==> src/rtl/mhf_pkg.sv <==
package mhf_pkg;
  localparam int unsigned ADDR_BYTES = 6;
  localparam int unsigned IDX_W      = 9;
  localparam int unsigned TBL_DEPTH  = 1 << IDX_W;
  localparam logic [31:0] CRC_POLY   = 32'hEDB88320;
  localparam logic [31:0] CRC_SEED   = 32'hFFFFFFFF;

  function automatic logic [31:0] crc_byte(input logic [31:0] c, input logic [7:0] b);
    logic [31:0] r;
    r = c ^ {24'd0, b};
    for (int i = 0; i < 8; i++) begin
      r = r[0] ? ((r >> 1) ^ CRC_POLY) : (r >> 1);
    end
    return r;
  endfunction

  function automatic logic [IDX_W-1:0] crc_index(input logic [31:0] c);
    logic [IDX_W-1:0] ix;
    for (int j = 0; j < IDX_W; j++) begin
      ix[IDX_W-1-j] = c[j];
    end
    return ix;
  endfunction
endpackage

==> src/rtl/mhf_crc_lane.sv <==
module mhf_crc_lane
  import mhf_pkg::*;
(
  input  logic        clk,
  input  logic        rst,
  input  logic        step,
  input  logic        last,
  input  logic [7:0]  data,
  output logic [31:0] crc_next
);
  logic [31:0] crc_q;

  assign crc_next = crc_byte(crc_q, data);

  always_ff @(posedge clk) begin
    if (rst) begin
      crc_q <= CRC_SEED;
    end else if (step) begin
      crc_q <= last ? CRC_SEED : crc_next;
    end
  end
endmodule

==> src/rtl/mhf_addr_stage.sv <==
module mhf_addr_stage #(
  parameter int unsigned NBYTES = 6
) (
  input  logic                 clk,
  input  logic                 rst,
  input  logic                 step,
  input  logic [7:0]           data,
  input  logic [NBYTES*8-1:0]  station,
  output logic                 last,
  output logic                 grp_now,
  output logic                 match_now,
  output logic                 bcast_now
);
  localparam int unsigned CW = (NBYTES > 1) ? $clog2(NBYTES) : 1;
  localparam logic [CW-1:0] LAST_CNT = CW'(NBYTES - 1);

  logic [CW-1:0] cnt_q;
  logic          grp_q, match_q, bcast_q;
  logic          first;
  logic [7:0]    st_byte;

  assign first     = (cnt_q == '0);
  assign last      = (cnt_q == LAST_CNT);
  assign st_byte   = station[cnt_q*8 +: 8];
  assign grp_now   = first ? data[0] : grp_q;
  assign match_now = (first | match_q) & (data == st_byte);
  assign bcast_now = (first | bcast_q) & (data == 8'hFF);

  always_ff @(posedge clk) begin
    if (rst) begin
      cnt_q   <= '0;
      grp_q   <= 1'b0;
      match_q <= 1'b0;
      bcast_q <= 1'b0;
    end else if (step) begin
      cnt_q   <= last ? '0 : cnt_q + 1'b1;
      grp_q   <= grp_now;
      match_q <= match_now;
      bcast_q <= bcast_now;
    end
  end
endmodule

==> src/rtl/mhf_bit_table.sv <==
module mhf_bit_table #(
  parameter int unsigned IW = 9
) (
  input  logic          clk,
  input  logic          rst,
  input  logic          wr_en,
  input  logic [IW-1:0] wr_idx,
  input  logic          wr_val,
  input  logic          rd_en,
  input  logic [IW-1:0] rd_idx,
  output logic          rd_bit,
  output logic          busy
);
  localparam int unsigned DEPTH = 1 << IW;

  logic          mem [DEPTH];
  logic [IW-1:0] clr_idx;
  logic          clearing;
  logic          we;
  logic [IW-1:0] waddr;
  logic          wdata;

  assign busy  = clearing;
  assign we    = clearing | wr_en;
  assign waddr = clearing ? clr_idx : wr_idx;
  assign wdata = clearing ? 1'b0 : wr_val;

  always_ff @(posedge clk) begin
    if (rst) begin
      clearing <= 1'b1;
      clr_idx  <= '0;
    end else if (clearing) begin
      clr_idx <= clr_idx + 1'b1;
      if (clr_idx == IW'(DEPTH - 1)) clearing <= 1'b0;
    end
  end

  always_ff @(posedge clk) begin
    if (we) mem[waddr] <= wdata;
  end

  always_ff @(posedge clk) begin
    if (rd_en) rd_bit <= mem[rd_idx];
  end
endmodule

==> src/rtl/mhf_filter.sv <==
module mhf_filter
  import mhf_pkg::*;
(
  input  logic        clk,
  input  logic        rst,
  input  logic        cfg_wr,
  input  logic [9:0]  cfg_data,
  input  logic        promisc_en,
  input  logic [31:0] station_lo,
  input  logic [15:0] station_hi,
  input  logic        in_valid,
  input  logic [7:0]  in_byte,
  output logic        in_ready,
  output logic        dec_valid,
  output logic        dec_accept
);
  logic              step, last;
  logic              grp_now, match_now, bcast_now;
  logic [31:0]       crc_next;
  logic [IDX_W-1:0]  look_idx;
  logic              tbl_bit, tbl_busy, fire;
  logic              look_pend, look_grp, look_match, look_bcast, look_promisc;

  assign in_ready = ~look_pend & ~tbl_busy;
  assign step     = in_valid & in_ready;
  assign fire     = step & last;
  assign look_idx = crc_index(crc_next);

  mhf_addr_stage #(.NBYTES(ADDR_BYTES)) addr_i (
    .clk(clk), .rst(rst), .step(step), .data(in_byte),
    .station({station_hi, station_lo}),
    .last(last), .grp_now(grp_now), .match_now(match_now), .bcast_now(bcast_now)
  );

  mhf_crc_lane crc_i (
    .clk(clk), .rst(rst), .step(step), .last(last), .data(in_byte),
    .crc_next(crc_next)
  );

  mhf_bit_table #(.IW(IDX_W)) tbl_i (
    .clk(clk), .rst(rst),
    .wr_en(cfg_wr), .wr_idx(cfg_data[IDX_W-1:0]), .wr_val(cfg_data[IDX_W]),
    .rd_en(fire), .rd_idx(look_idx), .rd_bit(tbl_bit), .busy(tbl_busy)
  );

  always_ff @(posedge clk) begin
    if (rst) begin
      look_pend    <= 1'b0;
      look_grp     <= 1'b0;
      look_match   <= 1'b0;
      look_bcast   <= 1'b0;
      look_promisc <= 1'b0;
    end else begin
      look_pend <= fire;
      if (fire) begin
        look_grp     <= grp_now;
        look_match   <= match_now;
        look_bcast   <= bcast_now;
        look_promisc <= promisc_en;
      end
    end
  end

  always_ff @(posedge clk) begin
    if (rst) begin
      dec_valid  <= 1'b0;
      dec_accept <= 1'b0;
    end else begin
      dec_valid  <= look_pend;
      dec_accept <= look_pend & (look_promisc | look_bcast |
                                 (look_grp & tbl_bit) | (~look_grp & look_match));
    end
  end
endmodule

==> config.mk <==
export PLATFORM = sky130hd
export DESIGN_NAME = mhf_filter
export DESIGN_NICKNAME = d
export VERILOG_FILES = /design/src/rtl/mhf_pkg.sv /design/src/rtl/mhf_crc_lane.sv /design/src/rtl/mhf_addr_stage.sv /design/src/rtl/mhf_bit_table.sv /design/src/rtl/mhf_filter.sv
export SDC_FILE = /design/constraint.sdc
export NUM_CORES = 1
export LEC_CHECK = 0
export ABC_AREA = 1
export BUFFER_PORTS_ARGS = -buffer_cell sky130_fd_sc_hd__buf_2
export CELL_PAD_IN_SITES_DETAIL_PLACEMENT = 2
export CELL_PAD_IN_SITES_GLOBAL_PLACEMENT = 2
export CORE_MARGIN = 2
export CORE_UTILIZATION = 34
export DETAILED_ROUTE_END_ITERATION = 10
export PLACE_DENSITY_LB_ADDON = 0.1
export SLEW_MARGIN = 10
export SYNTH_ARGS = -nofsm -noshare
export SYNTH_HDL_FRONTEND = slang
export SYNTH_SLANG_ARGS = --single-unit
==> constraint.sdc <==
create_clock -name clk -period 54.3 [get_ports clk]
set_input_delay 10.86 -clock clk [delete_from_list [all_inputs] [get_ports clk]]
set_output_delay 10.86 -clock clk [all_outputs]
set_load 0.005 [all_outputs]
=== After elaboration in Yosys (flattened, before gate mapping) ===
Memories as Yosys holds them, arrays and structs flattened. A register that Yosys moved wholly into a read port is not among the register bits.
Cells that the tools add are included.

* Bits in registers: 55
* RAM bits: 512
* Word-level logic and storage cells: 66
* Memories: 1
* Input bits: 71

{| class="wikitable"
|+ Memory list
! memory !! words !! bits a word !! rd ports !! clocked after Yosys merged registers in !! wr ports !! line !! RTL
|-
| tbl_i.mem || 512 || 1 || 1 || 1 || 1 || mhf_bit_table.sv:16 || <nowiki>logic mem [DEPTH];</nowiki>
|}

* Eq/ne operators: 4
* Muxes and demuxes: 17
* Shifts and indexed selects: 1
* Add/sub/neg operators: 2
* Reduce and logical (&&, ||, !) cells: 1
* Bitwise logic cells: 26

{| class="wikitable"
|+ Operators with widths
! kind !! count
|-
| $mux 32 || 9
|-
| $not 13->14 || 8
|-
| $shiftx 48x7->8 || 1
|-
| $xor 32x8->32 || 1
|-
| $add 9x1->9 const B || 1
|-
| $eq 9x9->1 const B || 1
|-
| $mux 9 || 1
|-
| $and 1x1->1 || 8
|-
| $eq 8x8->1 || 1
|-
| $eq 8x8->1 const B || 1
|-
| $mux 1 || 6
|-
| $or 1x1->1 || 6
|-
| $add 3x1->3 const B || 1
|-
| $eq 3x3->1 const B || 1
|-
| $logic_not 3->1 || 1
|-
| $mux 3 || 1
|-
| $not 1->1 || 3
|}

=== Depth between registers and ports, before layout ===
Gate-level depths: netlist (run 1).

* Depth in word-level cells: 18
* Mapped depth: 20
* Depth with buffers taken out: 18

=== Cells and area by module ===
From an unflattened synthesis (run 1), not the netlist that was laid out.

* Cells, all modules: 3080
* Area total of the unflattened synthesis: 27299.9 µm²

{| class="wikitable"
|+ Modules (own cells, without submodules)
! module !! cells an instance !! sequential area each (µm²) !! times used !! area each (µm²)
|-
| mhf_bit_table || 2419 || 15605.0 || 1 || 23510.0
|-
| mhf_crc_lane || 421 || 640.6 || 1 || 2538.7
|-
| mhf_addr_stage || 192 || 120.1 || 1 || 919.6
|-
| mhf_filter || 48 || 140.1 || 1 || 331.6
|}

=== Least setup slack after synthesis (run 1) ===
No wires, ideal clock.

* Path kind: in2reg
* From: input port cfg_data[9]
* To: memory tbl_i.mem[0] (data pin)
* Slack: 28.930 ns
* Stages on the path: 2
* Setup time: 2.611 ns
* Data arrival time: 22.759 ns
* Cell sequence: inv_1 -> nor2_1

* Cells in the longest elaborated chain, start to end: 1

{| class="wikitable"
|+ Ends and longest elaborated chain
! what !! line !! RTL
|-
| start, declared || mhf_filter.sv:7 || <nowiki>input logic [9:0] cfg_data,</nowiki>
|-
| $mux 1 || mhf_bit_table.sv:26 || <nowiki>assign wdata = clearing ? 1'b0 : wr_val;</nowiki>
|-
| via tbl_i.wdata || mhf_bit_table.sv:21 || <nowiki>logic wdata;</nowiki>
|-
| end, declared || mhf_bit_table.sv:16 ||
|}

The timed path passes the listed nets, and every way through them passes these cells.

=== Worst setup path in the final report (run 1) ===
* From: input port in_byte[6]
* To: register tbl_i.rd_bit, read port of tbl_i.mem (data pin)

* Cells in the longest elaborated chain, start to end: 11

{| class="wikitable"
|+ Ends and longest elaborated chain
! what !! line !! RTL
|-
| start, declared || mhf_filter.sv:12 || <nowiki>input logic [7:0] in_byte,</nowiki>
|-
| $xor 32x8->32 (*) || mhf_pkg.sv:10 || <nowiki>r = c ^ {24'd0, b};</nowiki>
|-
| $not 13->14 (no source line) || -- ||
|-
| $mux 32 (*) (7 in a row) || mhf_pkg.sv:12 || <nowiki>r = r[0] ? ((r >> 1) ^ CRC_POLY) : (r >> 1);</nowiki>
|-
| $not 13->14 (no source line) || -- ||
|-
| $mux 32 (*) || mhf_pkg.sv:12 ||
|-
| end, declared || mhf_bit_table.sv:11 || <nowiki>output logic rd_bit,</nowiki>
|}

Mark *: on every way between the ends. The rest lies on a longest branch, timed or not.
A chain may end at the register's enable or synchronous reset.

==> results.tsv, run 1 <==
stage	metric	value	unit
run_status	status	finished clean	
yosys	Post-Synth Simple-Gate Area	29.2	%
detailed_routing	drt wl/cell	25.1	um
flow_run	max-cap violations	0	
setup_path	Register-to-Register Path Depth	18	
detailed_routing	Iter 0 DRT Violations	1401	
floorplanning	starting density of the core	34.2	%
power_and_ir_drop	Sw Ratio	26.8	%
floorplanning	IO Pins	74	
setup_path	Critical R2R Capture	tbl_i.rd_bit$_DFFE_PP_	
place	RePlAce Congestion	0.809	
yosys	Cell Area, Synth	26900	um2
clock_tree	Post-CTS Hold Fix Bufs	0	
hold_path	Hold Crit Class	register to register	
power_and_ir_drop	Sw Pwr	279	uW
clock_tree	root buffer cell	clkbuf_16	
yosys	Yosys warning total	0	
clock_tree	CTS tree	yes	
yosys	Post-Synthesis Cells	2867	
yosys	post-synthesis compound-gate area fraction	2.84	%
yosys	Main synth FF type	edfxtp_1	
power_and_ir_drop	Internal	763	uW
setup_path	CP startpoint kind	input pin	
yosys	number of synthesized flops with an enable pin	513	
timing	Period Utilization, post-route	27.8	%
finish	ant diodes	0	
setup_path	RR Startpoint	crc_i.crc_q[1]$_SDFFE_PP1P_	
hold_path	Hold Path Depth	2	
setup_path	FF-to-FF setup slack	49210	ps
timing	RSZ-0062 raised after global routing	false	
timing	Slew @ Worst Pin	1190	ps
setup_path	CP Capture Type	register	
yosys	Post-Syn Area per Cell	9.37	um2
yosys	Syn Nets	2940	
finish	layout cell share with drive strength beyond 1	9.39	%
finish	area delta synth->final	12.4	%
yosys	Synth Area in Adders	0.0931	%
floorplanning	Die ar.	81300	um2
power_and_ir_drop	Logic pwr share	11.2	%
place	# port buffers	73	
clock_tree	# Post-CTS Setup Buffers	0	
detailed_routing	WL final	98700	um
clock_tree	Skew-Pair Late Insertion Delay	630	ps
floorplanning	Core Area	78600	um2
detailed_routing	vias per cell	5.44	
floorplanning	width of the die	285	um
floorplanning	std cell rows	103	
detailed_routing	router iterations before antenna repair	5	
global_routing	largest net degree at the start of global routing	230	
global_routing	grt ovf	0	
place	Detail Placement HPWL	52700	um
hold_path	Hold Startpoint	look_pend$_SDFF_PP0_	
clock_tree	H-tree depth	3	
timing	Layout Skew	22.4	ps
setup_path	CP Class	input pin to register	
timing	Hold Violations, Final	0	
clock_tree	total CTS buffers	69	
global_routing	vias in the first global route	23200	
setup_path	worst-path fanout max	61	
yosys	Unique masters post-synth	44	
clock_tree	CTS sink cnt	568	
timing	relative slew slack	20.9	%
finish	final net count	2911	
power_and_ir_drop	Leak Pwr	0.0106	uW
finish	# fillers	8597	
timing	Setup-failing EPs final	0	
power_and_ir_drop	power per cell area	34.5	nW/um2
power_and_ir_drop	worst vdd ir	0.0206	mV
detailed_routing	vias after detailed routing	21400	
detailed_routing	Detail Route Antenna Nets	0	
finish	post-layout util	38.4	%
global_routing	Tot GR Track Use	24.2	%
floorplanning	die height	285	um
timing	setup TNS	0	ps
clock_tree	post-cts sizing count	0	
power_and_ir_drop	Clk pwr share	43.7	%
yosys	synthesized flop and latch total	568	
yosys	Synth async-reset ratio	0	%
yosys	combinational family with the most area after synthesis	simple AND/OR/NAND/NOR gates	
power_and_ir_drop	sequential power share	45.1	%
setup_path	CP Data Required Time	54780	ps
global_routing	initial antenna violation count	1	
timing	final count of pins violating max slew	0	
clock_tree	CTS max path bufs	3	
hold_path	Hold EP	dec_valid$_SDFF_PP0_	
timing	fin crit period	15080	ps
clock_tree	Clock transition at path regs	60	ps
global_routing	first-pass GRT wire length	148000	um
setup_path	signal arrival time at the worst endpoint	15570	ps
detailed_routing	# DRC	0	
yosys	post-synthesis sequential area ratio	61.4	%
yosys	xor/xnor share of the synthesized area	1.86	%
timing	Fmax	0.0663	GHz
yosys	mux cell area share after synthesis	0	%
==> final cells by class <==
class | count | area, um2 | area share, %
inverters | 77 | 297 | 0.982
multi-input cells | 2009 | 9240 | 30.6
flip-flops and latches | 568 | 16500 | 54.6
repair buffers | 113 | 691 | 2.29
well taps | 1050 | 1310 | 4.35
clock buffers | 94 | 1850 | 6.13
clock inverters | 25 | 305 | 1.01
==> power by group through the flow <==
stage | registers (uW) | clock network, uW | logic [uW]
after CTS | 470 | 466 | 118
after global routing | 470 | 480 | 127
after floorplan | 479 | 0 | 69.9
final | 470 | 455 | 117
after detailed placement | 479 | 0 | 118
after global placement | 479 | 0 | 115
==> layer usage <==
layer	global-route usage [%]	vias up	share of wire [%]	wire (um)
met5	0	-	0	0
met4	6.71	0	2.7	2620
met3	2.84	154	3.3	3250
met2	42.9	358	50	49600
met1	31.2	11200	44	43200
li1	-	9713	-	-
==> layout by cell type (no fill, tap or decap), types with 25 or more instances in the layout <==
master	Yosys	routed
a21oi_1	42	42
buf_2	85	73
buf_4	6	38
clkbuf_16	0	70
dfxtp_1	55	55
edfxtp_1	513	513
inv_1	64	64
nand2_1	591	573
nand2_2	13	25
nand3_1	624	623
nor2_1	559	557
o21ai_0	52	52
xor2_1	33	33
==> Yosys cell counts (all sizes together) (3+ instances only) <==
cell type | count | area (um2)
xor2 | 38 | 404
nand2 | 609 | 2360
or2 | 7 | 43.8
o211ai | 7 | 52.6
xnor2 | 7 | 95.1
clkbuf | 103 | 387
a211o | 3 | 26.3
nand3b | 6 | 45.0
edfxtp | 513 | 15400
o21ai | 52 | 260
nand3 | 630 | 3180
nor2 | 559 | 2100
a22oi | 16 | 120
nor3 | 13 | 65.1
inv | 76 | 290
o221ai | 3 | 26.3
dfxtp | 55 | 1100
buf | 110 | 564
a21oi | 42 | 210
==> kinds of logic after synthesis <==
family | after synthesis
and+or+nand+nor | 1831
AOI/OAI and AO/OA | 131
DFF | 568
adders and majority gates | 2
xor gates and xnor gates | 45
buffers and inverters | 290
==> flip-flops by register name, summed over array words and instances (netlist names), 3 cells and up <==
signal	cells
addr_i.cnt_q	3
crc_i.crc_q	32
tbl_i.clr_idx	9
tbl_i.mem	512
==> critical path, stage by stage <==
cell and delay (ps):
buf_2 130, inv_2 80, nand2_1 100, nand2_1 110, nand2_1 60, nand2_1 120
nand3_1 460, nand2_4 690, buf_4 810, buf_4 700, nand2_1 130, nand3_1 100
nand3_1 90, nand3_1 130, nand3_1 110, nand3_1 160, nand3_1 260, nand3_1 180
nand3_1 90, nand2_1 80
==> how the worst max path moves through the flow <==
stage          depth (start not counted)                     end  slack, ps        start
2_1_floorplan                          2  tbl_i.mem[0]$_DFFE_PP_      28930  cfg_data[9]
3_3_place_gp                          20  tbl_i.rd_bit$_DFFE_PP_      38690   in_byte[6]
3_5_place_dp                          20  tbl_i.rd_bit$_DFFE_PP_      38570   in_byte[6]
4_1_cts                               20  tbl_i.rd_bit$_DFFE_PP_      39230   in_byte[6]
5_1_grt                               20  tbl_i.rd_bit$_DFFE_PP_      38800   in_byte[6]
6_report                              20  tbl_i.rd_bit$_DFFE_PP_      39220   in_byte[6]
==> stage by stage <==
stage	cell area, um2	hold WS (ps)	power [uW]	setup WS (ps)	std cells
floorplan	26900	414	549	28930	2867
global placement	28000	427	595	38690	3815
detailed placement	28000	442	597	38570	3815
CTS	30200	449	1050	39230	3934
global route	30200	485	1080	38800	3936
finish	30200	446	1040	39220	3936
(Power assumes the default switching activity.)
==> run 2: changes to the inputs <==
Clock period 54.3 ns to 14.8 ns, I/O delays scaled along.
==> run 2 against run 1 <==
Setup slack worse by 32000 ps. Die area did not move. Largest cell class unchanged. Largest power group unchanged. Critical path type unchanged. Critical path depth fell by 1. Clock skew about the same. Wire length is 0.88% lower. Combinational power rose to 3.6 times the previous value. Critical endpoint unchanged. Clock power grew to 3.5 times the previous value.
==> results.tsv, run 2 (synthesis results as in run 1) <==
stage	metric	value	unit
run_status	status	finished clean	
global_routing	vias in the first global route	22900	
setup_path	CP Data Required Time	15280	ps
floorplanning	Die ar.	81300	um2
floorplanning	die height	285	um
detailed_routing	Iter 0 DRT Violations	1315	
clock_tree	Skew-Pair Late Insertion Delay	610	ps
detailed_routing	met3 wire len	2940	um
power_and_ir_drop	Clk pwr share	42.5	%
timing	Setup-failing EPs final	0	
timing	final count of pins violating max slew	0	
floorplanning	starting density of the core	34.2	%
clock_tree	CTS tree	yes	
power_and_ir_drop	Internal	2740	uW
hold_path	Hold Startpoint	look_pend$_SDFF_PP0_	
setup_path	signal arrival time at the worst endpoint	7890	ps
detailed_routing	Detail Route Antenna Nets	0	
power_and_ir_drop	Sw Ratio	26.7	%
finish	Finished Layout Cells	3933	
detailed_routing	vias after detailed routing	21300	
detailed_routing	WL final	97900	um
clock_tree	# Post-CTS Setup Buffers	0	
clock_tree	total CTS buffers	70	
place	dpl cells	3812	
detailed_routing	router iterations before antenna repair	5	
setup_path	CP Capture Type	register	
floorplanning	width of the die	285	um
power_and_ir_drop	sequential power share	46.2	%
setup_path	RR Startpoint	crc_i.crc_q[1]$_SDFFE_PP1P_	
setup_path	worst-path fanout max	83	
finish	layout cell share with drive strength beyond 1	9.09	%
global_routing	Tot GR Track Use	24.0	%
setup_path	Register-to-Register Path Depth	18	
finish	area delta synth->final	11.8	%
timing	Layout Skew	22.4	ps
power_and_ir_drop	Leak Pwr	0.0105	uW
floorplanning	Core Area	78600	um2
setup_path	Slowest cell on crit path	buf_4	
floorplanning	IO Pins	74	
hold_path	Hold EP	dec_valid$_SDFF_PP0_	
timing	Hold Violations, Final	0	
setup_path	max incr delay on CP	900	ps
hold_path	Hold Crit Class	register to register	
detailed_routing	vias per cell	5.42	
setup_path	CP startpoint kind	input pin	
finish	ant diodes	0	
hold_path	Hold Path Depth	2	
detailed_routing	top sig layer	met4	
timing	Fmax	0.135	GHz
place	# port buffers	73	
clock_tree	CTS sink cnt	568	
detailed_routing	drt wl/cell	24.9	um
clock_tree	CTS max path bufs	3	
place	RePlAce Congestion	0.761	
timing	relative slew slack	20.3	%
place	Detail Placement HPWL	52200	um
setup_path	FF-to-FF setup slack	9420	ps
detailed_routing	# DRC	0	
timing	RSZ-0062 raised after global routing	false	
setup_path	Critical R2R Capture	tbl_i.rd_bit$_DFFE_PP_	
finish	most common cell after layout, fill and taps aside	nand3_1	
finish	max reg flops	512	
setup_path	Cell Chain, Critical Path	buf_2 > inv_2 > nand2_1 > nand2_2 > nand2_2 > nand3_4 > nand2_8 > buf_4 > buf_4 > nand2_1 > nand3_1 > nand3_1 > nand3_1 > nand3_1 > nand3_1 > nand3_1 > nand3_1 > nand3_1 > nand2_1	
clock_tree	H-tree depth	3	
finish	Top Registers	tbl_i.mem: 512 flops, crc_i.crc_q: 32 flops, tbl_i.clr_idx: 9 flops	
setup_path	CP dominant cell by count	nand3_1	
timing	Slew @ Worst Pin	1190	ps
clock_tree	Clock transition at path regs	60	ps
setup_path	CP Class	input pin to register	
detailed_routing	M1 wire length	43900	um
power_and_ir_drop	power per cell area	124	nW/um2
finish	most frequent cells in the layout	nand3_1 (623), nand2_1 (573), nor2_1 (557)	
power_and_ir_drop	worst vdd ir	0.0900	mV
place	pre-CTS WS	6780	ps
timing	fin crit period	7400	ps
global_routing	grt ovf	0	
global_routing	first-pass GRT wire length	147000	um
timing	setup TNS	0	ps
clock_tree	post-cts sizing count	0	
power_and_ir_drop	Sw Pwr	999	uW
finish	Reg with most FFs	tbl_i.mem	
flow_run	max-cap violations	0	
clock_tree	Post-CTS Hold Fix Bufs	0	
floorplanning	std cell rows	103	
finish	final net count	2907	
power_and_ir_drop	Logic pwr share	11.4	%
timing	post-route setup slack	7400	ps
timing	Period Utilization, post-route	50.0	%
clock_tree	root buffer cell	clkbuf_16	
detailed_routing	metal2 WL	49000	um
global_routing	initial antenna violation count	0	
global_routing	largest net degree at the start of global routing	116	
-- run 2: cell count changes in the layout (fill, tap and decap cells not counted), sizes merged --
cell and delta:
buf -5, bufinv -4, clkbuf +6, clkinv +1, inv -1
-- run 2: layout make-up --
class,instances,area [um2]
fill,8606,48600
sequential,568,16500
multi-input combinational,2009,9260
clock buffer,100,1900
tap,1050,1310
timing repair buffer,108,628
inverter,77,297
clock inverter,21,150
-- run 2: layer usage --
layer	vias up	track usage (%)
met1	11200	31.3
met2	290	42.4
met4	0	5.46
met5	-	0
met3	112	3.04
li1	9691	-
-- run 2: worst max-delay path, delay by kind of cell --
kind / cells / cell delay [ps]
buf+inv: 4 / 1930
simple gates: 15 / 2870
-- run 2: power by group through the flow --
stage,Clock [uW],Sequential (uW),Combinational [uW]
2_1_floorplan,0,1760,256
3_3_place_gp,0,1760,421
3_5_place_dp,0,1760,430
4_1_cts,1620,1720,432
5_1_grt,1680,1720,462
6_report,1590,1730,424
-- run 2: how the worst max path moves through the flow --
stage                     start                     end  slack (ps)  cells past startpoint
floorplan           cfg_data[9]  tbl_i.mem[0]$_DFFE_PP_        3030                      2
global placement     in_byte[6]  tbl_i.rd_bit$_DFFE_PP_        6890                     20
detailed placement   in_byte[1]  tbl_i.rd_bit$_DFFE_PP_        6780                     19
CTS                  in_byte[1]  tbl_i.rd_bit$_DFFE_PP_        7370                     19
global route         in_byte[1]  tbl_i.rd_bit$_DFFE_PP_        6930                     19
finish               in_byte[1]  tbl_i.rd_bit$_DFFE_PP_        7400                     19
-- run 2: metrics by stage --
step                      hold slack, ps  total power (uW)  util, %  cell area [um2]
after global placement               423              2180     35.6            28000
final                                444              3740     38.2            30000
after detailed placement             438              2190     35.6            28000
after CTS                            447              3780     38.2            30000
after global routing                 488              3870     38.2            30000
after floorplan                      414              2010        -            26900
==> run 3: changes to the inputs <==
Clock period 14.8 ns to 6.2 ns, I/O delays scaled along.
==> run 3 against run 2 <==
Worst hold slack worse by 5.3 ps. Cell count up 0.31%. Critical path type unchanged. First-iteration DRC count up 8.4%. Sequential cell count unchanged. Die area unchanged. Non-clock buffer count up 8. Via count up 0.44%. Clock skew about the same. Critical endpoint unchanged.
==> results.tsv, run 3 (synthesis results as in run 1) <==
stage	metric	value	unit
run_status	status	finished clean	
finish	final net count	2915	
clock_tree	CTS tree	yes	
detailed_routing	# DRC	0	
finish	fin area	30300	um2
setup_path	CP Data Required Time	6680	ps
clock_tree	CTS max path bufs	3	
detailed_routing	Detail Route Antenna Nets	0	
floorplanning	starting density of the core	34.2	%
detailed_routing	Iter 0 DRT Violations	1425	
timing	relative slew slack	22.5	%
timing	Period Utilization, post-route	72.0	%
power_and_ir_drop	power per cell area	301	nW/um2
finish	Reg with most FFs	tbl_i.mem	
finish	Top Registers	tbl_i.mem: 512 flops, crc_i.crc_q: 32 flops, tbl_i.clr_idx: 9 flops	
floorplanning	IO Pins	74	
clock_tree	total CTS buffers	70	
clock_tree	post-cts sizing count	0	
finish	max reg flops	512	
global_routing	met2 Resource Use GR	43.3	%
clock_tree	# Post-CTS Setup Buffers	0	
finish	layout cell share with drive strength beyond 1	9.61	%
hold_path	Hold Crit Class	register to register	
timing	fin crit period	4470	ps
place	# port buffers	73	
power_and_ir_drop	Leak Pwr	0.0106	uW
timing	Hold Violations, Final	0	
floorplanning	width of the die	285	um
global_routing	GR Util met1	32.4	%
global_routing	vias in the first global route	23100	
setup_path	signal arrival time at the worst endpoint	4950	ps
clock_tree	Skew-Pair Late Insertion Delay	610	ps
detailed_routing	WL final	100000	um
timing	Setup-failing EPs final	0	
finish	most common cell after layout, fill and taps aside	nand3_1	
floorplanning	std cell rows	103	
clock_tree	Clock transition at path regs	60	ps
timing	RSZ-0062 raised after global routing	false	
finish	most frequent cells in the layout	nand3_1 (623), nand2_1 (573), nor2_1 (557)	
floorplanning	Die ar.	81300	um2
floorplanning	die height	285	um
clock_tree	CTS sink cnt	568	
timing	Layout Skew	22.5	ps
setup_path	worst-path fanout max	48	
setup_path	FF-to-FF setup slack	2060	ps
floorplanning	Core Area	78600	um2
global_routing	met3 GRT Util	2.78	%
timing	final count of pins violating max slew	0	
global_routing	initial antenna violation count	0	
detailed_routing	vias per cell	5.43	
flow_run	max-cap violations	0	
place	Detail Placement HPWL	54600	um
finish	# fillers	8545	
clock_tree	Post-CTS Hold Fix Bufs	0	
global_routing	first-pass GRT wire length	151000	um
global_routing	busiest grt layer	met2	
finish	area delta synth->final	12.7	%
clock_tree	H-tree depth	3	
global_routing	largest net degree at the start of global routing	239	
detailed_routing	router iterations before antenna repair	5	
timing	Slew @ Worst Pin	1160	ps
timing	Hold WS	439	ps
setup_path	CP Class	input pin to register	
detailed_routing	drt wl/cell	25.4	um
setup_path	CP Capture Type	register	
timing	Fmax	0.224	GHz
clock_tree	root buffer cell	clkbuf_16	
setup_path	CP startpoint kind	input pin	
place	RePlAce Congestion	0.772	
global_routing	Tot GR Track Use	24.6	%
global_routing	grt ovf	0	
place	placed instance area	28100	um2
detailed_routing	vias after detailed routing	21400	
power_and_ir_drop	worst vdd ir	0.218	mV
run 3: cell types whose count changed in the layout (fill, tap and decap cells not counted), moves of 3 or more:
| cell | previous run | this run |
|---|---|---|
| clkinv_1 | 12 | 23 |
| bufinv_16 | 1 | 4 |
| clkbuf_1 | 28 | 13 |
| clkinv_2 | 4 | 8 |
| buf_12 | 0 | 6 |
run 3: path summary, 6_finish.rpt:
path | startpoint | to | depth (start not counted)
max | in_byte[6] | tbl_i.rd_bit$_DFFE_PP_ | 19
min | look_pend$_SDFF_PP0_ | dec_valid$_SDFF_PP0_ | 2
max reg2reg | addr_i.cnt_q[0]$_SDFFE_PP0P_ | look_bcast$_SDFFE_PP0P_ | 10
min reg2reg | look_pend$_SDFF_PP0_ | dec_valid$_SDFF_PP0_ | 2
run 3: cell type report:
cell class,count,area [um2],share of cell area (%)
sequential,568,16500,54.5
multi-input combinational,2009,9250,30.5
clock buffer,84,1830,6.02
tap,1050,1310,4.34
timing repair buffer,116,763,2.52
clock inverter,40,333,1.10
inverter,77,309,1.02
antenna,1,2.50,0.00826
run 3: metal layers:
metal	wire length [um]	part of all wire [%]
met5	0	0
met4	2060	2.1
met3	3780	3.8
met2	50500	50
met1	43800	44
run 3: power breakdown:
group          leakage, uW  switching [uW]  internal, uW  total [uW]
logic              0.00439             761           264        1030
clock network      0.00106            1700          2270        3980
registers          0.00520            2.53          4110        4120
total               0.0106            2470          6650        9120
run 3: critical path: stages:
cell     delay [ps]
buf_2           120
inv_2            80
nand2_1         100
nand2_1         140
nand2_1          70
nand2_1         130
nand3_1         510
nand2_4         830
buf_4           550
nand2_1         130
nand3_1         100
nand3_1         100
nand3_1         110
nand3_2          90
nand3_1         190
nand3_1         120
nand3_1         100
nand3_1          90
nand2_1          90
run 3: through the flow:
step	TNS [ps]	setup slack (ps)	utilization [%]	total power, uW	cells
after global routing	0	1450	38.5	9440	3944
after global placement	0	1080	35.8	5210	3820
final	0	1730	38.5	9120	3945
after floorplan	-64260	-126	-	4810	2867
after CTS	0	1660	38.5	9230	3944
after detailed placement	0	1060	35.8	5230	3820
